**config.mk**
```make
export PLATFORM = sky130hd
export DESIGN_NAME = wpk_unlock
export DESIGN_NICKNAME = d
export VERILOG_FILES = /design/src/rtl/wpk_pkg.sv /design/src/rtl/wpk_rst_sync.sv /design/src/rtl/wpk_key_match.sv /design/src/rtl/wpk_seq_fsm.sv /design/src/rtl/wpk_unlock.sv
export SDC_FILE = /design/constraint.sdc
export NUM_CORES = 1
export LEC_CHECK = 0
export BUFFER_PORTS_ARGS = -buffer_cell sky130_fd_sc_hd__buf_2
export CORE_AREA = 2 2 39 41
export DETAILED_ROUTE_END_ITERATION = 7
export DIE_AREA = 0 0 41 43
export PLACE_DENSITY = 0.73
export SYNTH_ARGS = -nofsm -noshare
export SYNTH_HDL_FRONTEND = slang
export SYNTH_SLANG_ARGS = --single-unit
```
**constraint.sdc**
```tcl
create_clock -name clk -period 4.5 [get_ports clk]
set_clock_uncertainty 0.2 [all_clocks]
set_input_delay 0.9 -clock clk [delete_from_list [all_inputs] [get_ports clk]]
set_output_delay 0.9 -clock clk [all_outputs]
set_load 0.01 [all_outputs]
```
**src/rtl/wpk_pkg.sv**
```systemverilog
package wpk_pkg;

  typedef enum logic [1:0] {
    ST_IDLE = 2'd0,
    ST_GOT1 = 2'd1,
    ST_GOT2 = 2'd2,
    ST_OPEN = 2'd3
  } wpk_stage_e;

  localparam int KEY_STEPS = 3;

  // Key table: step order is the behaviour, index 0 is expected first
  localparam logic [15:0] KEY_ADDR [KEY_STEPS] = '{16'h5555, 16'h2AAA, 16'h5555};
  localparam logic [7:0]  KEY_DATA [KEY_STEPS] = '{8'hAA, 8'h55, 8'hA0};

endpackage

```
**src/rtl/wpk_rst_sync.sv**
```systemverilog
module wpk_rst_sync #(
  parameter int SYNC_STAGES = 2
) (
  input  logic clk,
  input  logic rst_n,
  output logic rst_n_sync
);

  logic [SYNC_STAGES-1:0] sync_q;

  always_ff @(posedge clk or negedge rst_n) begin
    if (!rst_n) begin
      sync_q <= '0;
    end else begin
      sync_q <= {sync_q[SYNC_STAGES-2:0], 1'b1};
    end
  end

  assign rst_n_sync = sync_q[SYNC_STAGES-1];

endmodule

```
**src/rtl/wpk_key_match.sv**
```systemverilog
module wpk_key_match
  import wpk_pkg::*;
#(
  parameter int ADDR_W = 15,
  parameter int DATA_W = 8
) (
  input  logic [ADDR_W-1:0]    addr,
  input  logic [DATA_W-1:0]    data,
  output logic [KEY_STEPS-1:0] step_hit
);

  // One full address and data comparator per key step
  for (genvar g = 0; g < KEY_STEPS; g++) begin : g_step
    logic addr_eq;
    logic data_eq;
    assign addr_eq     = (addr == ADDR_W'(KEY_ADDR[g]));
    assign data_eq     = (data == DATA_W'(KEY_DATA[g]));
    assign step_hit[g] = addr_eq && data_eq;
  end

endmodule

```
**src/rtl/wpk_seq_fsm.sv**
```systemverilog
module wpk_seq_fsm
  import wpk_pkg::*;
(
  input  logic                 clk,
  input  logic                 rst_n,
  input  logic                 wr_strobe,
  input  logic                 abort_req,
  input  logic [KEY_STEPS-1:0] step_hit,
  output wpk_stage_e           stage,
  output logic                 take,
  output logic                 miss,
  output logic                 pass
);

  wpk_stage_e stage_q;
  wpk_stage_e stage_d;
  logic       stage_en;
  logic       exp_hit;
  logic       locked;

  // Select the comparator for the step expected in this stage
  always_comb begin
    case (stage_q)
      ST_IDLE: exp_hit = step_hit[0];
      ST_GOT1: exp_hit = step_hit[1];
      ST_GOT2: exp_hit = step_hit[2];
      default: exp_hit = 1'b0;
    endcase
  end

  assign locked = (stage_q != ST_OPEN);

  // Per-strobe verdict, exactly one when a strobe is present
  always_comb begin
    take = 1'b0;
    miss = 1'b0;
    pass = 1'b0;
    if (wr_strobe) begin
      if (abort_req) begin
        miss = 1'b1;
      end else if (!locked) begin
        pass = 1'b1;
      end else if (exp_hit) begin
        take = 1'b1;
      end else begin
        miss = 1'b1;
      end
    end
  end

  // Next stage
  always_comb begin
    stage_d = stage_q;
    if (abort_req) begin
      stage_d = ST_IDLE;
    end else if (wr_strobe && locked) begin
      if (exp_hit) begin
        case (stage_q)
          ST_IDLE: stage_d = ST_GOT1;
          ST_GOT1: stage_d = ST_GOT2;
          default: stage_d = ST_OPEN;
        endcase
      end else begin
        stage_d = ST_IDLE;
      end
    end
  end

  assign stage_en = abort_req || wr_strobe;

  always_ff @(posedge clk or negedge rst_n) begin
    if (!rst_n) begin
      stage_q <= ST_IDLE;
    end else if (stage_en) begin
      stage_q <= stage_d;
    end
  end

  assign stage = stage_q;

endmodule

```
**src/rtl/wpk_unlock.sv**
```systemverilog
module wpk_unlock
  import wpk_pkg::*;
#(
  parameter int ADDR_W      = 15,
  parameter int DATA_W      = 8,
  parameter int SYNC_STAGES = 2
) (
  input  logic              clk,
  input  logic              rst_n,
  input  logic              wr_strobe,
  input  logic [ADDR_W-1:0] wr_addr,
  input  logic [DATA_W-1:0] wr_data,
  input  logic              load_timeout,
  input  logic              prog_start,
  output logic              arr_wr_ok,
  output logic              key_take,
  output logic              key_miss,
  output logic [1:0]        key_stage
);

  logic                 rst_n_int;
  logic [KEY_STEPS-1:0] step_hit;
  logic                 abort_req;
  wpk_stage_e           stage;

  wpk_rst_sync #(
    .SYNC_STAGES(SYNC_STAGES)
  ) u_rst_sync (
    .clk       (clk),
    .rst_n     (rst_n),
    .rst_n_sync(rst_n_int)
  );

  wpk_key_match #(
    .ADDR_W(ADDR_W),
    .DATA_W(DATA_W)
  ) u_key_match (
    .addr    (wr_addr),
    .data    (wr_data),
    .step_hit(step_hit)
  );

  assign abort_req = load_timeout || prog_start;

  wpk_seq_fsm u_seq_fsm (
    .clk      (clk),
    .rst_n    (rst_n_int),
    .wr_strobe(wr_strobe),
    .abort_req(abort_req),
    .step_hit (step_hit),
    .stage    (stage),
    .take     (key_take),
    .miss     (key_miss),
    .pass     (arr_wr_ok)
  );

  assign key_stage = stage;

endmodule

```
==> flow_summary.json, run 1 <==
{
  "place.gp.congestion": 0.7991,
  "critical_path.startpoint_type": "input port",
  "ys_warn_count": 0,
  "status": "finished clean",
  "synth_top_area_cell": "sky130_fd_sc_hd__dfrtp_1",
  "route.final.wire_length_mm": 1.084,
  "hold_path_depth": 0,
  "placementRows": 14,
  "drt_pre_antenna_iters": 4,
  "final_layout_size_suffix_gt1_share_pct": 59.26,
  "mappedNetlistArea_sq_um": 410.4,
  "initial_core_util_pct": 29.66,
  "initial_antenna_violation_count": 0,
  "required_ns": 3.40,
  "first_iter_violations": 6,
  "power_density_nw_per_um2": 166.1,
  "clock_net_sink_count": 4,
  "timing.critical_path.arrival_ns": 2.04,
  "syn-num-nets": 73,
  "io_buffers": 32,
  "setup_tns_ns": 0,
  "global_route.usage.total_pct": 13.52,
  "finalWorstPathRequiredPeriod_ns": 3.136,
  "drv.max_cap_violation_count": 0,
  "final_max_slew_viol_count": 0,
  "grt_max_degree": 9,
  "place.detailed.instances": 93,
  "cts_root_buffer": "sky130_fd_sc_hd__clkbuf_4",
  "utilization_pct": 45.03,
  "ys_seq_elements": 4,
  "placedInstanceArea_sq_um": 590.6,
  "power.ir.vdd_worst_uv": 113.6,
  "mean_area_per_synthesized_cell_sq_um": 9.120,
  "maxClockFrequency_ghz": 0.3189,
  "clock_buffers_created_by_tritoncts": 3,
  "dr_total_vias": 494,
  "synth_sequential_area_ratio_pct": 24.39,
  "first_global_vias": 476,
  "synthTopCellsByArea": "sky130_fd_sc_hd__dfrtp_1, sky130_fd_sc_hd__and4bb_2, sky130_fd_sc_hd__nand4_1, sky130_fd_sc_hd__and4b_2, sky130_fd_sc_hd__nor2_1",
  "floorplan.die_area_sq_um": 1763,
  "wl_per_instance_um": 11.18,
  "grt-ovfl-total": 0,
  "post-route-period-util_pct": 69.69,
  "worstSkewPairLatency_ns": 0.23,
  "chipHeight_um": 43,
  "report.final.hold_viol_count": 0,
  "core_area_sq_um": 1384,
  "synth_cell_types": 24,
  "antenna_cells": 0,
  "final_cell_count_no_fill": 97,
  "type_of_element_capturing_the_critical_path": "output port",
  "area_delta_synth_final_pct": 51.83,
  "drc_errors": 0,
  "area_fraction_of_the_dominant_cell_type_after_synthesis_pct": 24.39,
  "route.detailed.vias_per_inst": 5.093,
  "reg2reg_depth": 5,
  "clkSlewWorstSetupHoldPaths_ns": 0.04,
  "holdCritPathClass": "reg2reg",
  "drt.antenna.violating_nets": 0,
  "rsz_0062_raised_after_global_routing": "no",
  "post-dp-hpwl_um": 950.2,
  "postCtsSetupBuffers": 0,
  "criticalPathCategory": "in2out",
  "floorplan.io_pins": 33,
  "post_synth_inst_count": 45,
  "clock_tree_from_tritoncts": "built",
  "fin_worst_hold_slack_ns": 0.1541,
  "nets": 111,
  "clk_path_buf_depth": 2,
  "floorplan.die.width_um": 41,
  "total_leakage_power_uw": 0.0002950,
  "critical_path.max_fanout": 3,
  "stdcell_area_sq_um": 623.1,
  "ctsHtreeMaxLevel": 1,
  "grt_first_pass_wirelength_mm": 1.642,
  "setup_violations": 0
}
-- flip-flops by register name, indices dropped and copies added (netlist names) --
register	cells
u_rst_sync.sync_q	2
u_seq_fsm.stage	2
-- Yosys cell counts (all sizes together) --
cell type and instances:
nor3 1, o31ai 1, nand2 3, o21ba 1, o21ai 1, dfrtp 4, a21oi 1, nand3 2
inv 2, nor2 5, nor3b 1, o211ai 1, conb 1, o22ai 1, and3b 1, o2111ai 1
nand2b 1, and4b 2, nor4b 2, and2 1, nand4 5, nor2b 1, and4bb 6
-- stage by stage --
| step | power (uW) | setup WS [ns] |
|---|---|---|
| after floorplan | 45.26 | 1.681 |
| after global placement | 60.15 | 1.360 |
| after detailed placement | 60.78 | 1.372 |
| after CTS | 106.1 | 1.361 |
| after global routing | 111.3 | 1.289 |
| final | 103.5 | 1.364 |
-- per-layer routing --
| metal | part of all wire (%) | vias to the layer above | track usage, % |
|---|---|---|---|
| li1 | - | 252 | - |
| met3 | 5.4 | 0 | 1.571 |
| met2 | 57 | 12 | 25.00 |
| met1 | 38 | 230 | 12.75 |
| met4 | 0 | 0 | 8.000 |
| met5 | 0 | - | 0 |
-- cell type report --
cell class | instances | area (sq um)
Tap cell | 16 | 20.02
Fill cell | 151 | 760.7
Inverter | 2 | 7.507
Clock buffer | 3 | 22.52
Sequential cell | 4 | 100.1
Multi-Input combinational cell | 39 | 302.8
Timing Repair Buffer | 33 | 170.2
-- final timing paths --
path,startpoint,endpoint,slack (ns)
max in group asynchronous,u_rst_sync.sync_q[1]$_DFF_PN0_,u_seq_fsm.stage[1]$_DFFE_PN0P_,3.62
worst min register to register,u_rst_sync.sync_q[0]$_DFF_PN0_,u_rst_sync.sync_q[1]$_DFF_PN0_,0.15
worst min-delay path,u_rst_sync.sync_q[0]$_DFF_PN0_,u_rst_sync.sync_q[1]$_DFF_PN0_,0.15
worst max-delay path,wr_data[6],key_miss,1.36
worst max register to register,u_seq_fsm.stage[0]$_DFFE_PN0P_,u_seq_fsm.stage[1]$_DFFE_PN0P_,2.86
min in group asynchronous,rst_n,u_rst_sync.sync_q[1]$_DFF_PN0_,0.25
-- timing repair --
| action | CTS | global route |
|---|---|---|
| hold endpoints to repair | 2 | 0 |
| hold buffers | 1 | 0 |
| gates resized for setup | 0 | 0 |
-- power breakdown --
part           internal, uW  switching, uW  leakage, uW
clock                  29.7           12.9    0.0000138
combinational          13.6           9.97     0.000230
sequential             37.1          0.223    0.0000513
total                  80.4           23.1     0.000295
-- cells in the final DEF (no fill, tap or decap) --
master                          synthesis  final
sky130_fd_sc_hd__o22ai_2                1      1
sky130_fd_sc_hd__nand2_1                3      3
sky130_fd_sc_hd__nand4_1                5      5
sky130_fd_sc_hd__nor4b_2                1      1
sky130_fd_sc_hd__and4bb_2               6      6
sky130_fd_sc_hd__buf_2                  0     32
sky130_fd_sc_hd__clkbuf_4               0      3
sky130_fd_sc_hd__nor4b_1                1      1
sky130_fd_sc_hd__nor2_1                 5      5
sky130_fd_sc_hd__nor3b_1                1      1
sky130_fd_sc_hd__nor2b_1                1      1
sky130_fd_sc_hd__and2_1                 1      1
sky130_fd_sc_hd__and4b_2                2      2
sky130_fd_sc_hd__o21ai_0                1      1
sky130_fd_sc_hd__dlygate4sd3_1          0      1
sky130_fd_sc_hd__nand3_1                2      2
sky130_fd_sc_hd__nand2b_1               1      1
sky130_fd_sc_hd__conb_1                 1      1
sky130_fd_sc_hd__o31ai_1                1      1
sky130_fd_sc_hd__a21oi_2                1      1
sky130_fd_sc_hd__o211ai_1               1      1
sky130_fd_sc_hd__dfrtp_1                4      4
sky130_fd_sc_hd__and3b_1                1      1
sky130_fd_sc_hd__nor3_1                 1      1
sky130_fd_sc_hd__o21ba_2                1      1
sky130_fd_sc_hd__inv_1                  2      2
sky130_fd_sc_hd__o2111ai_2              1      1
-- critical path: stages --
cell and delay [ns]:
sky130_fd_sc_hd__buf_2 0.11, sky130_fd_sc_hd__and4bb_2 0.28, sky130_fd_sc_hd__nand4_1 0.16, sky130_fd_sc_hd__o22ai_2 0.24, sky130_fd_sc_hd__nand2b_1 0.15, sky130_fd_sc_hd__a21oi_2 0.05
sky130_fd_sc_hd__buf_2 0.15
-- cells by family (layout without fill, tap and decap cells) --
logic type / Yosys count / after routing / share of synthesized area, %
buffers and inverters: 2 / 38 / 1.830
other: 1 / 1 / 0.9138
AO/OA/AOI/OAI: 7 / 7 / 16.16
flip-flops: 4 / 4 / 24.39
AND/OR/NAND/NOR: 31 / 31 / 56.71
Power figures use the tool's default switching activity.
==> run 2: changes to the inputs <==
PLACE_DENSITY = 0.75   (was 0.73)
clock period = 2.61 ns   (was 4.5 ns; I/O delays follow)
==> run 2 against run 1 <==
  * Combinational power is 81% higher
  * Count of clock-buffer cells in the layout stayed put
  * Power is 75% higher
  * Largest cell class unchanged
  * Highest routed layer unchanged
==> flow_summary.json, run 2 (same netlist as run 1, synthesis figures left out) <==
{
  "floorplan.die.width_um": 41,
  "grt_max_degree": 9,
  "floorplan.io_pins": 33,
  "first_global_vias": 465,
  "holdCritPathClass": "reg2reg",
  "clock_power_share_pct": 41.0,
  "wl_per_instance_um": 10.86,
  "clock_buffers_created_by_tritoncts": 3,
  "required_ns": 1.89,
  "worstPathBufferInverterCount": 1,
  "rsz_0062_raised_after_global_routing": "no",
  "nets": 113,
  "worstSetupEndpoint": "key_miss",
  "antenna_cells": 0,
  "finalWorstPathRequiredPeriod_ns": 2.441,
  "power_frac_seq_pct": 35.5,
  "power_switching_share_pct": 22.55,
  "multi_input_comb_area_sq_um": 302.8,
  "route.final.wire_length_mm": 1.075,
  "worstSkewPairLatency_ns": 0.23,
  "clkSlewWorstSetupHoldPaths_ns": 0.04,
  "initial_core_util_pct": 29.66,
  "mostFrequentLayoutCells": "sky130_fd_sc_hd__buf_2, sky130_fd_sc_hd__and4bb_2, sky130_fd_sc_hd__nor2_1, sky130_fd_sc_hd__nand4_1, sky130_fd_sc_hd__dfrtp_1",
  "post-dp-hpwl_um": 916.6,
  "mostFrequentLayoutCell": "sky130_fd_sc_hd__buf_2",
  "power.ir.vdd_worst_uv": 251.3,
  "route.detailed.vias_per_inst": 4.939,
  "reg2reg_depth": 5,
  "total_leakage_power_uw": 0.0003043,
  "core_area_sq_um": 1384,
  "cts_root_buffer": "sky130_fd_sc_hd__clkbuf_4",
  "place.gp.congestion": 0.7803,
  "worst_path_max_delay_cell": "sky130_fd_sc_hd__dfrtp_1",
  "grt-ovfl-total": 0,
  "crit_path_max_incr_delay_ns": 0.44,
  "global_route.usage.total_pct": 13.41,
  "dr_total_vias": 489,
  "drt.antenna.violating_nets": 0,
  "placementRows": 14,
  "critical_path.max_fanout": 8,
  "io_buffers": 32,
  "report.final.hold_viol_count": 0,
  "area_delta_synth_final_pct": 56.10,
  "setup_tns_ns": 0,
  "crit-reg2reg-launch": "u_seq_fsm.stage[0]$_DFFE_PN0P_",
  "cp_top_family": "simple AND/OR/NAND/NOR gates",
  "power_density_nw_per_um2": 283.4,
  "crit-reg2reg-capture": "u_seq_fsm.stage[1]$_DFFE_PN0P_",
  "setup_violations": 0,
  "switching_power_uw": 40.94,
  "final_layout_size_suffix_gt1_share_pct": 59.04,
  "first_iter_violations": 5,
  "fill_cells": 149,
  "drv.max_cap_violation_count": 0,
  "floorplan.die_area_sq_um": 1763,
  "status": "finished clean",
  "criticalPathCategory": "reg2out",
  "chipHeight_um": 43,
  "initial_antenna_violation_count": 0,
  "startpoint": "u_seq_fsm.stage[0]$_DFFE_PN0P_",
  "r2r_slack_ns": 0.98,
  "clock_net_sink_count": 4,
  "critical_path.startpoint_type": "flop",
  "post_place_setup_slack_ns": 0.2288,
  "clock_tree_from_tritoncts": "built",
  "post-route-period-util_pct": 93.52,
  "ff_latch_area_sq_um": 100.1,
  "final_max_slew_viol_count": 0,
  "drt_pre_antenna_iters": 4,
  "critical_path_cell_count": 6,
  "postCtsSetupBuffers": 0,
  "type_of_element_capturing_the_critical_path": "output port",
  "maxClockFrequency_ghz": 0.4097,
  "pwr-share-comb_pct": 23.5,
  "grt_first_pass_wirelength_mm": 1.676,
  "postCtsResizedCells": 0,
  "clk_path_buf_depth": 2,
  "post-route-worst-setup-slack_ns": 0.1691,
  "cp_cell_sequence": "nor4b_2 > o2111ai_2 > o22ai_2 > nand2b_1 > a21oi_2 > buf_2",
  "p_int_uw": 140.6,
  "cts_hold_repair.buffers": 2,
  "ctsHtreeMaxLevel": 1,
  "timing.critical_path.arrival_ns": 1.72,
  "drc_errors": 0,
  "fin_worst_hold_slack_ns": 0.1539
}
==> run 2: changes by cell type in the layout (fill, tap and decap cells not counted), sizes merged <==
cell	delta
dlygate4sd3	+1
buf	+1
==> run 2: power groups by stage <==
stage	sequential, uW	combinational, uW	clock (uW)
global route	64.4	47.2	84.7
CTS	64.3	42.9	79.7
finish	64.4	42.7	74.5
global placement	65.4	39.2	0
detailed placement	65.5	40.0	0
floorplan	65.3	12.7	0
==> run 2: routing by layer <==
metal  vias to the layer above  part of all wire [%]  GRT usage, %
met5                         -                     0             0
met4                         0                     0         6.000
met3                         0                   5.7         2.094
met2                        16                    53         23.13
met1                       217                    42         14.98
li1                        256                     -             -
==> run 2: area by class of cell <==
type | count | share of cell area [%]
inverter | 2 | 1.172
timing repair buffer | 35 | 29.30
clock buffer | 3 | 3.516
sequential | 4 | 15.63
multi-input combinational | 39 | 47.27
tap | 16 | 3.125
==> run 2: worst min-delay path by stage <==
stage	startpoint	end	slack [ns]	cells after the start
CTS	u_rst_sync.sync_q[0]$_DFF_PN0_	u_rst_sync.sync_q[1]$_DFF_PN0_	0.16	0
global route	u_rst_sync.sync_q[0]$_DFF_PN0_	u_rst_sync.sync_q[1]$_DFF_PN0_	0.16	0
floorplan	u_rst_sync.sync_q[1]$_DFF_PN0_	u_seq_fsm.stage[0]$_DFFE_PN0P_	-0.19	0
global placement	u_rst_sync.sync_q[1]$_DFF_PN0_	u_seq_fsm.stage[0]$_DFFE_PN0P_	-0.19	0
finish	u_rst_sync.sync_q[0]$_DFF_PN0_	u_rst_sync.sync_q[1]$_DFF_PN0_	0.15	0
detailed placement	u_rst_sync.sync_q[1]$_DFF_PN0_	u_seq_fsm.stage[0]$_DFFE_PN0P_	-0.18	0
==> run 2: per-stage QoR <==
step	utilization, %	power [uW]	cell area, sq um	instances
floorplan	-	78.03	410.4	45
global placement	43.22	104.6	598.1	94
detailed placement	43.22	105.6	598.1	94
CTS	46.29	186.9	640.6	99
global route	46.29	196.4	640.6	99
finish	46.29	181.5	640.6	99
